--- config.mk ---
export PLATFORM = sky130hd
export DESIGN_NAME = interval_timer
export DESIGN_NICKNAME = d
export VERILOG_FILES = /design/src/rtl/tmr_pkg.sv /design/src/rtl/tmr_regs.sv /design/src/rtl/tmr_counter.sv /design/src/rtl/tmr_irq.sv /design/src/rtl/interval_timer.sv
export SDC_FILE = /design/constraint.sdc
export NUM_CORES = 1
export LEC_CHECK = 0
export ABC_AREA = 0
export BUFFER_PORTS_ARGS = -buffer_cell sky130_fd_sc_hd__buf_2
export CAP_MARGIN = 20
export CORE_ASPECT_RATIO = 1.25
export CORE_MARGIN = 2
export CORE_UTILIZATION = 35
export CTS_BUF_LIST = sky130_fd_sc_hd__clkbuf_16
export DETAILED_ROUTE_END_ITERATION = 10
export GPL_TIMING_DRIVEN = 0
export SLEW_MARGIN = 20
export SYNTH_ARGS = -nofsm -noshare
export SYNTH_HDL_FRONTEND = slang
export SYNTH_SLANG_ARGS = --single-unit
--- constraint.sdc ---
create_clock -name clk -period 5.3 [get_ports clk]
set_clock_uncertainty 0.05 [all_clocks]
set_input_delay 1.06 -clock clk [delete_from_list [all_inputs] [get_ports clk]]
set_output_delay 1.06 -clock clk [all_outputs]
set_load 0.03 [all_outputs]
--- src/rtl/tmr_pkg.sv ---
// Package: shared register addresses and control bit positions for the
// interval timer. Assumes a two-bit register address space.
package tmr_pkg;
    typedef enum logic [1:0] {
        REG_COUNT = 2'd0,
        REG_LIMIT = 2'd1,
        REG_CTRL  = 2'd2,
        REG_NONE  = 2'd3
    } tmr_reg_e;

    localparam int CTL_IE_BIT   = 0;
    localparam int CTL_RUN_BIT  = 1;
    localparam int CTL_PEND_BIT = 3;
    localparam int ADDR_W       = 2;
endpackage

--- src/rtl/tmr_regs.sv ---
// Register file: decodes bus writes, holds the limit and control bits and
// muxes the read data. Assumes W >= 4 so that every control bit fits.
module tmr_regs
    import tmr_pkg::*;
#(
    parameter int W = 32
) (
    input  logic                clk,
    input  logic                rst_n,
    input  logic                wr_en,
    input  logic [ADDR_W-1:0]   addr,
    input  logic [W-1:0]        wdata,
    input  logic [W-1:0]        cnt,
    input  logic                pend,
    output logic [W-1:0]        lim,
    output logic                ie,
    output logic                run,
    output logic                cnt_wr,
    output logic                ctl_wr,
    output logic [W-1:0]        rdata
);
    tmr_reg_e sel;
    logic     lim_wr;

    // Purpose: decode the target register of a bus write.
    always_comb begin
        sel    = tmr_reg_e'(addr);
        cnt_wr = wr_en && (sel == REG_COUNT);
        lim_wr = wr_en && (sel == REG_LIMIT);
        ctl_wr = wr_en && (sel == REG_CTRL);
    end

    // Purpose: hold the limit register.
    always_ff @(posedge clk) begin
        if (!rst_n)      lim <= '0;
        else if (lim_wr) lim <= wdata;
    end

    // Purpose: hold the interrupt-enable and run bits of the control word.
    always_ff @(posedge clk) begin
        if (!rst_n) begin
            ie  <= 1'b0;
            run <= 1'b0;
        end else if (ctl_wr) begin
            ie  <= wdata[CTL_IE_BIT];
            run <= wdata[CTL_RUN_BIT];
        end
    end

    // Purpose: select the read data for the addressed register.
    always_comb begin
        rdata = '0;
        case (sel)
            REG_COUNT: rdata = cnt;
            REG_LIMIT: rdata = lim;
            REG_CTRL: begin
                rdata[CTL_IE_BIT]   = ie;
                rdata[CTL_RUN_BIT]  = run;
                rdata[CTL_PEND_BIT] = pend;
            end
            default:   rdata = '0;
        endcase
    end
endmodule

--- src/rtl/tmr_counter.sv ---
// Counter core: loads on a bus write, otherwise steps while running and
// wraps to zero on a limit match. Flags the match event for the irq logic.
module tmr_counter #(
    parameter int W = 32
) (
    input  logic         clk,
    input  logic         rst_n,
    input  logic         cnt_wr,
    input  logic [W-1:0] wdata,
    input  logic         run,
    input  logic [W-1:0] lim,
    output logic [W-1:0] cnt,
    output logic         match
);
    // Purpose: a counting clock whose count equals the limit.
    always_comb match = run && !cnt_wr && (cnt == lim);

    // Purpose: update the count with the bus write taking priority.
    always_ff @(posedge clk) begin
        if (!rst_n)      cnt <= '0;
        else if (cnt_wr) cnt <= wdata;
        else if (match)  cnt <= '0;
        else if (run)    cnt <= cnt + 1'b1;
    end
endmodule

--- src/rtl/tmr_irq.sv ---
// Interrupt logic: the pending flag sets on an enabled match and clears on
// any control write. A set on the same clock wins so that no event is lost.
module tmr_irq (
    input  logic clk,
    input  logic rst_n,
    input  logic match,
    input  logic ie,
    input  logic ack,
    output logic pend,
    output logic irq
);
    // Purpose: track the pending flag.
    always_ff @(posedge clk) begin
        if (!rst_n)            pend <= 1'b0;
        else if (match && ie)  pend <= 1'b1;
        else if (ack)          pend <= 1'b0;
    end

    // Purpose: gate the output level with interrupt-enable.
    always_comb irq = pend && ie;
endmodule

--- src/rtl/interval_timer.sv ---
// Top: an interval timer with count, limit and control registers on a
// simple write-strobe bus with combinational read data.
module interval_timer
    import tmr_pkg::*;
#(
    parameter int W = 32
) (
    input  logic              clk,
    input  logic              rst_n,
    input  logic              bus_wr,
    input  logic [ADDR_W-1:0] bus_addr,
    input  logic [W-1:0]      bus_wdata,
    output logic [W-1:0]      rd_data,
    output logic              irq
);
    logic [W-1:0] cnt_q;
    logic [W-1:0] lim_q;
    logic         ie_q;
    logic         run_q;
    logic         pend_q;
    logic         cnt_wr;
    logic         ctl_wr;
    logic         match;

    tmr_regs #(.W(W)) u_regs (
        .clk(clk), .rst_n(rst_n), .wr_en(bus_wr), .addr(bus_addr),
        .wdata(bus_wdata), .cnt(cnt_q), .pend(pend_q), .lim(lim_q),
        .ie(ie_q), .run(run_q), .cnt_wr(cnt_wr), .ctl_wr(ctl_wr),
        .rdata(rd_data)
    );

    tmr_counter #(.W(W)) u_cnt (
        .clk(clk), .rst_n(rst_n), .cnt_wr(cnt_wr), .wdata(bus_wdata),
        .run(run_q), .lim(lim_q), .cnt(cnt_q), .match(match)
    );

    tmr_irq u_irq (
        .clk(clk), .rst_n(rst_n), .match(match), .ie(ie_q),
        .ack(ctl_wr), .pend(pend_q), .irq(irq)
    );
endmodule

# == Word level (Yosys, flattened, before mapping) ==
# Index checks and enable logic that the tools add are counted.
# totals
register_bits,67
input_bits,37
# op_classes
add_sub_neg,1
n_eq_ne,3
muxes,9
n_reduce_logical,11
# ops
operator,n
32-bit 2-to-1 mux,3
28-bit case mux with 2 select lines,1
"32-bit by 1-bit adder with 32-bit output, second input constant",1
32-bit equality test,1
1-bit logical AND,7
2-bit case mux with 3 select lines,1
1-bit case mux with 3 select lines,1
3-bit nonzero test,1
"2-bit by 1-bit equality test with 1-bit output, second input constant",1
"2-bit equality test, second input constant",1
2-bit logical NOT,1
1-bit 2-to-1 mux,2
1-bit case mux with 2 select lines,1
2-bit nonzero test,1
1-bit logical NOT,1

# == Logic depth before layout (Yosys ltp) ==
# logic_depth
depth_word,7
ltp_mapped,7
mapped_depth_nobuf,6

# == Modules after synthesis ==
# Synthesis repeated with hierarchy kept, for this count alone.
# unflattened
hier_cells,513
hier_area_um2,4244.1
# by_module_without_submodules
module,instances,cells_each,area_per_inst_um2,seq_area_each_um2
tmr_counter,1,286,2327.2,640.6
tmr_regs,1,222,1869.3,680.7
tmr_irq,1,5,47.5,20.0

# == Worst setup path after synthesis ==
# No wires, ideal clock.
# synth_timing
path_type,input -> output
start,input port bus_addr[0]
end,output port rd_data[10]
t_arrival_ns,2.249
required_ns,4.190
slack_ns,1.941
cell_stages,4
n_path_buf,2
path_cell_list,buf_2 -> buf_1 -> mux2i_1 -> nor2_1
# synth_via
elab_chain_len,2
elab_cells_between_ends,3
classes_between,eq/ne: 1; mux: 1; reduce/logical: 1
# synth_lines
element,line_no,text
"start, declared",interval_timer.sv:11,"input logic [ADDR_W-1:0] bus_addr,"
2-bit by 1-bit equality test with 1-bit output or 2-bit logical NOT (tied branches),tmr_regs.sv:53,case (sel)
28-bit case mux with 2 select lines (*),tmr_regs.sv:53,
"end, declared",interval_timer.sv:13,"output logic [W-1:0] rd_data,"
# Every way passes the cells marked *; elsewhere a longest branch is shown, timed or not.

# == Final worst setup path ==
# layout_timing
start,input port bus_addr[1]
end,output port rd_data[30]
# The elaborated chain is that of the path after synthesis.

==> summary.json <==
{
  "synth": {
    "yosys.cell_types.count": 41,
    "netlist_area_um2": 4190,
    "yosysMostFrequentCell": "sky130_fd_sc_hd__nand2_1",
    "synth_seq_cells": 67,
    "dominant_combinational_cell_family_by_area_after_synthesis": "simple AND/OR/NAND/NOR gates",
    "post_synth_mux_area_share_pct": 8.36,
    "synth_top_cell_area_share_pct": 32.0,
    "synthesis.area_per_instance_um2": 7.88,
    "synth.area.top_cells": "sky130_fd_sc_hd__dfxtp_1 (32%), sky130_fd_sc_hd__xor2_1 (8.6%), sky130_fd_sc_hd__mux2i_1 (8.4%)",
    "synth.cells.most_frequent": "sky130_fd_sc_hd__nand2_1 (78), sky130_fd_sc_hd__dfxtp_1 (67), sky130_fd_sc_hd__a21oi_1 (65), sky130_fd_sc_hd__xor2_1 (41), sky130_fd_sc_hd__nor2_1 (39)",
    "synth_compound_area_share_pct": 15.2,
    "share_of_synthesized_cell_area_in_and_or_nand_and_nor_gates_pct": 24.6,
    "yosys.area_share.adder_pct": 0.298,
    "synth_enable_flop_cells": 0,
    "synthesis.yosys.warnings": 0,
    "yosys.area.top_type": "sky130_fd_sc_hd__dfxtp_1",
    "postSynth.asyncResetShare_pct": 0,
    "synthesis.instances": 532,
    "synthXorXnorAreaFrac_pct": 12.3,
    "synth.net_count": 570,
    "synth_sequential_area_ratio_pct": 32.0,
    "synth_flop_cell": "sky130_fd_sc_hd__dfxtp_1"
  },
  "die": {
    "rows": 44,
    "die_w_um": 102,
    "fp.coreArea_um2": 11700,
    "die_height_um": 126,
    "floorplan.initialDensity_pct": 35.9,
    "io-pin-count": 70,
    "dieArea_um2": 12900
  },
  "critical_path": {
    "worstSetupPathType": "in -> out",
    "ff2ff_path_depth": 6,
    "critPathCaptureType": "primary output",
    "startpoint_types": "primary input",
    "required_ns": 4.19,
    "launching_point_of_the_worst_reg2reg_path": "u_cnt.cnt[0]",
    "capture_instance_of_the_worst_register_to_register_path": "u_cnt.cnt[16]",
    "worst-r2r-setup-slack_ns": 2.88,
    "timing.critical_path.arrival_ns": 2.72,
    "crit_path_max_fanout": 10
  },
  "place": {
    "gp_congestion": 0.886,
    "place.detailed.hpwl_um": 10100,
    "port_buffers": 67
  },
  "power": {
    "fin_total_pwr_w": 0.00125,
    "vdd_drop_max_mv": 0.152,
    "leakagePower_nw": 2.21,
    "cell_internal_pwr_w": 0.000896,
    "netSwitchingPower_w": 0.000356,
    "switching_share_pct": 28.4,
    "comb_power_share_pct": 15.2,
    "pwr-share-clk_pct": 41.6,
    "seq_power_share_pct": 43.2,
    "pwr_density_cell_nw_per_um2": 251
  },
  "clock_tree": {
    "postCtsSetupRepairBufs": 0,
    "cts_made_buffers": 9,
    "tritoncts_clock_tree": "built",
    "numClockSinks": 67,
    "cts_root_buf": "sky130_fd_sc_hd__clkbuf_16",
    "max-clock-path-buffers": 2,
    "cts.reportedPaths.clkPinSlew_ns": 0.05,
    "cts.repair.resized": 0,
    "cts_hold_buf": 0,
    "htreeDepth": 3,
    "clock_insertion_delay_worst_skew_ns": 0.33
  },
  "drt": {
    "detail_route.wirelength_um": 13900,
    "post-route-drc-count": 0,
    "first_iter_violations": 274,
    "dr_total_vias": 4167,
    "drt_pass1_iterations": 5,
    "avgViaCountPerCell": 5.38,
    "routed_wire_length_per_instance_um": 17.9,
    "antenna_left": 0
  },
  "cells_and_area": {
    "final_layout_size_suffix_gt1_share_pct": 18.6,
    "area_delta_synth_final_pct": 18.8,
    "n_antenna_cell": 0,
    "final_net_count": 648
  },
  "sta": {
    "timing.setup.tns_ns": 0,
    "worstMarginPinSlew_ns": 1.01,
    "grt_setup_unrepaired": "false",
    "achievable_clock_frequency_mhz": 261,
    "hold_viol": 0,
    "finalSetupViolCount": 0,
    "post-route-min-period_ns": 3.83,
    "timing_max_transition_violations_final": 0,
    "post-route-period-util_pct": 72.2,
    "maxSlewHeadroom_pct": 32.5
  },
  "worst_hold_path": {
    "min_path_cells": 2,
    "worstHoldEndpoint": "u_regs.lim[26]",
    "timing.hold.worst.start": "u_regs.lim[26]",
    "hold_class": "reg -> reg"
  },
  "grt": {
    "gr-total-overflow": 0,
    "first_global_vias": 4001,
    "grt_util_all_layers_pct": 21.9,
    "grt_max_degree": 11,
    "grt_pass1_wl_um": 21600,
    "antenna_violations_before_repair": 0
  },
  "job": {
    "maxCapViolCount": 0
  },
  "status": {
    "run_status": "finished, final reports clean"
  }
}
layer usage:
layer	routed length (µm)	GRT usage, %
met3	885	3.14
met5	0	0
met2	6910	36.6
met4	359	8.71
met1	5700	28.1
power groups by stage:
stage / combinational (W) / sequential, W / clock, W
floorplan: 0.000124 / 0.000546 / 0
global placement: 0.000188 / 0.000551 / 0
detailed placement: 0.000189 / 0.000552 / 0
CTS: 0.000190 / 0.000541 / 0.000529
global route: 0.000206 / 0.000543 / 0.000544
finish: 0.000191 / 0.000541 / 0.000521
layout make-up:
class,instances,area (µm²)
plain buffers,47,270
clock buffers,9,225
clock inverters,6,25.0
fillers,1252,6690
inverters,9,33.8
multi-input cells,409,2550
flip-flops and latches,67,1340
well taps,161,201
repair buffers,67,335
how the worst max path moves through the flow:
stage,start,slack (ns),depth (start not counted),to
detailed placement,bus_addr[1],1.45,5,rd_data[30]
global placement,bus_addr[1],1.47,5,rd_data[30]
CTS,bus_addr[1],1.44,5,rd_data[30]
floorplan,bus_addr[0],1.94,4,rd_data[10]
global route,bus_addr[1],1.38,5,rd_data[30]
finish,bus_addr[1],1.47,5,rd_data[30]
sequential cells by signal, summed over array words and instances, names as in the netlist:
name        flops
u_cnt.cnt      32
u_irq.pend      1
u_regs.ie       1
u_regs.lim     32
u_regs.run      1
cells by family (layout without fill, tap and decap cells):
kind of cell             count (synthesis)  in the layout
AND/OR/NAND/NOR                        204            204
AO/OA/AOI/OAI                          110            110
flip-flops                              67             67
XOR/XNOR                                59             59
buffers and inverters                   56            138
multiplexers                            35             35
adder cells (fa/ha/maj)                  1              1
cells in the final DEF, fill, tap and decap left out, types with 2 or more instances in the layout:
cell,count
sky130_fd_sc_hd__a21oi_1,65
sky130_fd_sc_hd__and2_1,2
sky130_fd_sc_hd__and3_1,25
sky130_fd_sc_hd__and3_2,2
sky130_fd_sc_hd__and4_1,6
sky130_fd_sc_hd__buf_1,4
sky130_fd_sc_hd__buf_2,81
sky130_fd_sc_hd__buf_6,8
sky130_fd_sc_hd__clkbuf_1,18
sky130_fd_sc_hd__clkbuf_16,9
sky130_fd_sc_hd__clkinv_1,3
sky130_fd_sc_hd__clkinv_2,2
sky130_fd_sc_hd__dfxtp_1,67
sky130_fd_sc_hd__dlygate4sd3_1,2
sky130_fd_sc_hd__inv_1,10
sky130_fd_sc_hd__mux2i_1,35
sky130_fd_sc_hd__nand2_1,78
sky130_fd_sc_hd__nand3_1,13
sky130_fd_sc_hd__nand4_1,3
sky130_fd_sc_hd__nand4_2,2
sky130_fd_sc_hd__nand4_4,2
sky130_fd_sc_hd__nor2_1,39
sky130_fd_sc_hd__nor2b_1,2
sky130_fd_sc_hd__nor3_1,16
sky130_fd_sc_hd__nor4_1,9
sky130_fd_sc_hd__nor4_2,2
sky130_fd_sc_hd__o21a_1,2
sky130_fd_sc_hd__o21ai_0,7
sky130_fd_sc_hd__o221ai_1,2
sky130_fd_sc_hd__o22ai_1,27
sky130_fd_sc_hd__xnor2_1,18
sky130_fd_sc_hd__xor2_1,41
critical path, stage by stage:
cell and delay (ns):
sky130_fd_sc_hd__buf_2 0.19, sky130_fd_sc_hd__clkbuf_1 0.53, sky130_fd_sc_hd__buf_1 0.55, sky130_fd_sc_hd__nor2_1 0.15
sky130_fd_sc_hd__buf_2 0.21
metrics by stage:
stage,setup slack [ns],area (µm²),hold slack (ns),util (%),instances
after detailed placement,1.45,4730,0.425,40.5,760
final,1.47,4980,0.433,42.7,775
after global routing,1.38,4980,0.444,42.7,775
after CTS,1.44,4980,0.433,42.7,775
after global placement,1.47,4730,0.419,40.5,760
after floorplan,1.94,4190,0.410,-,532
Note: power is estimated with default switching activity, not from simulation.
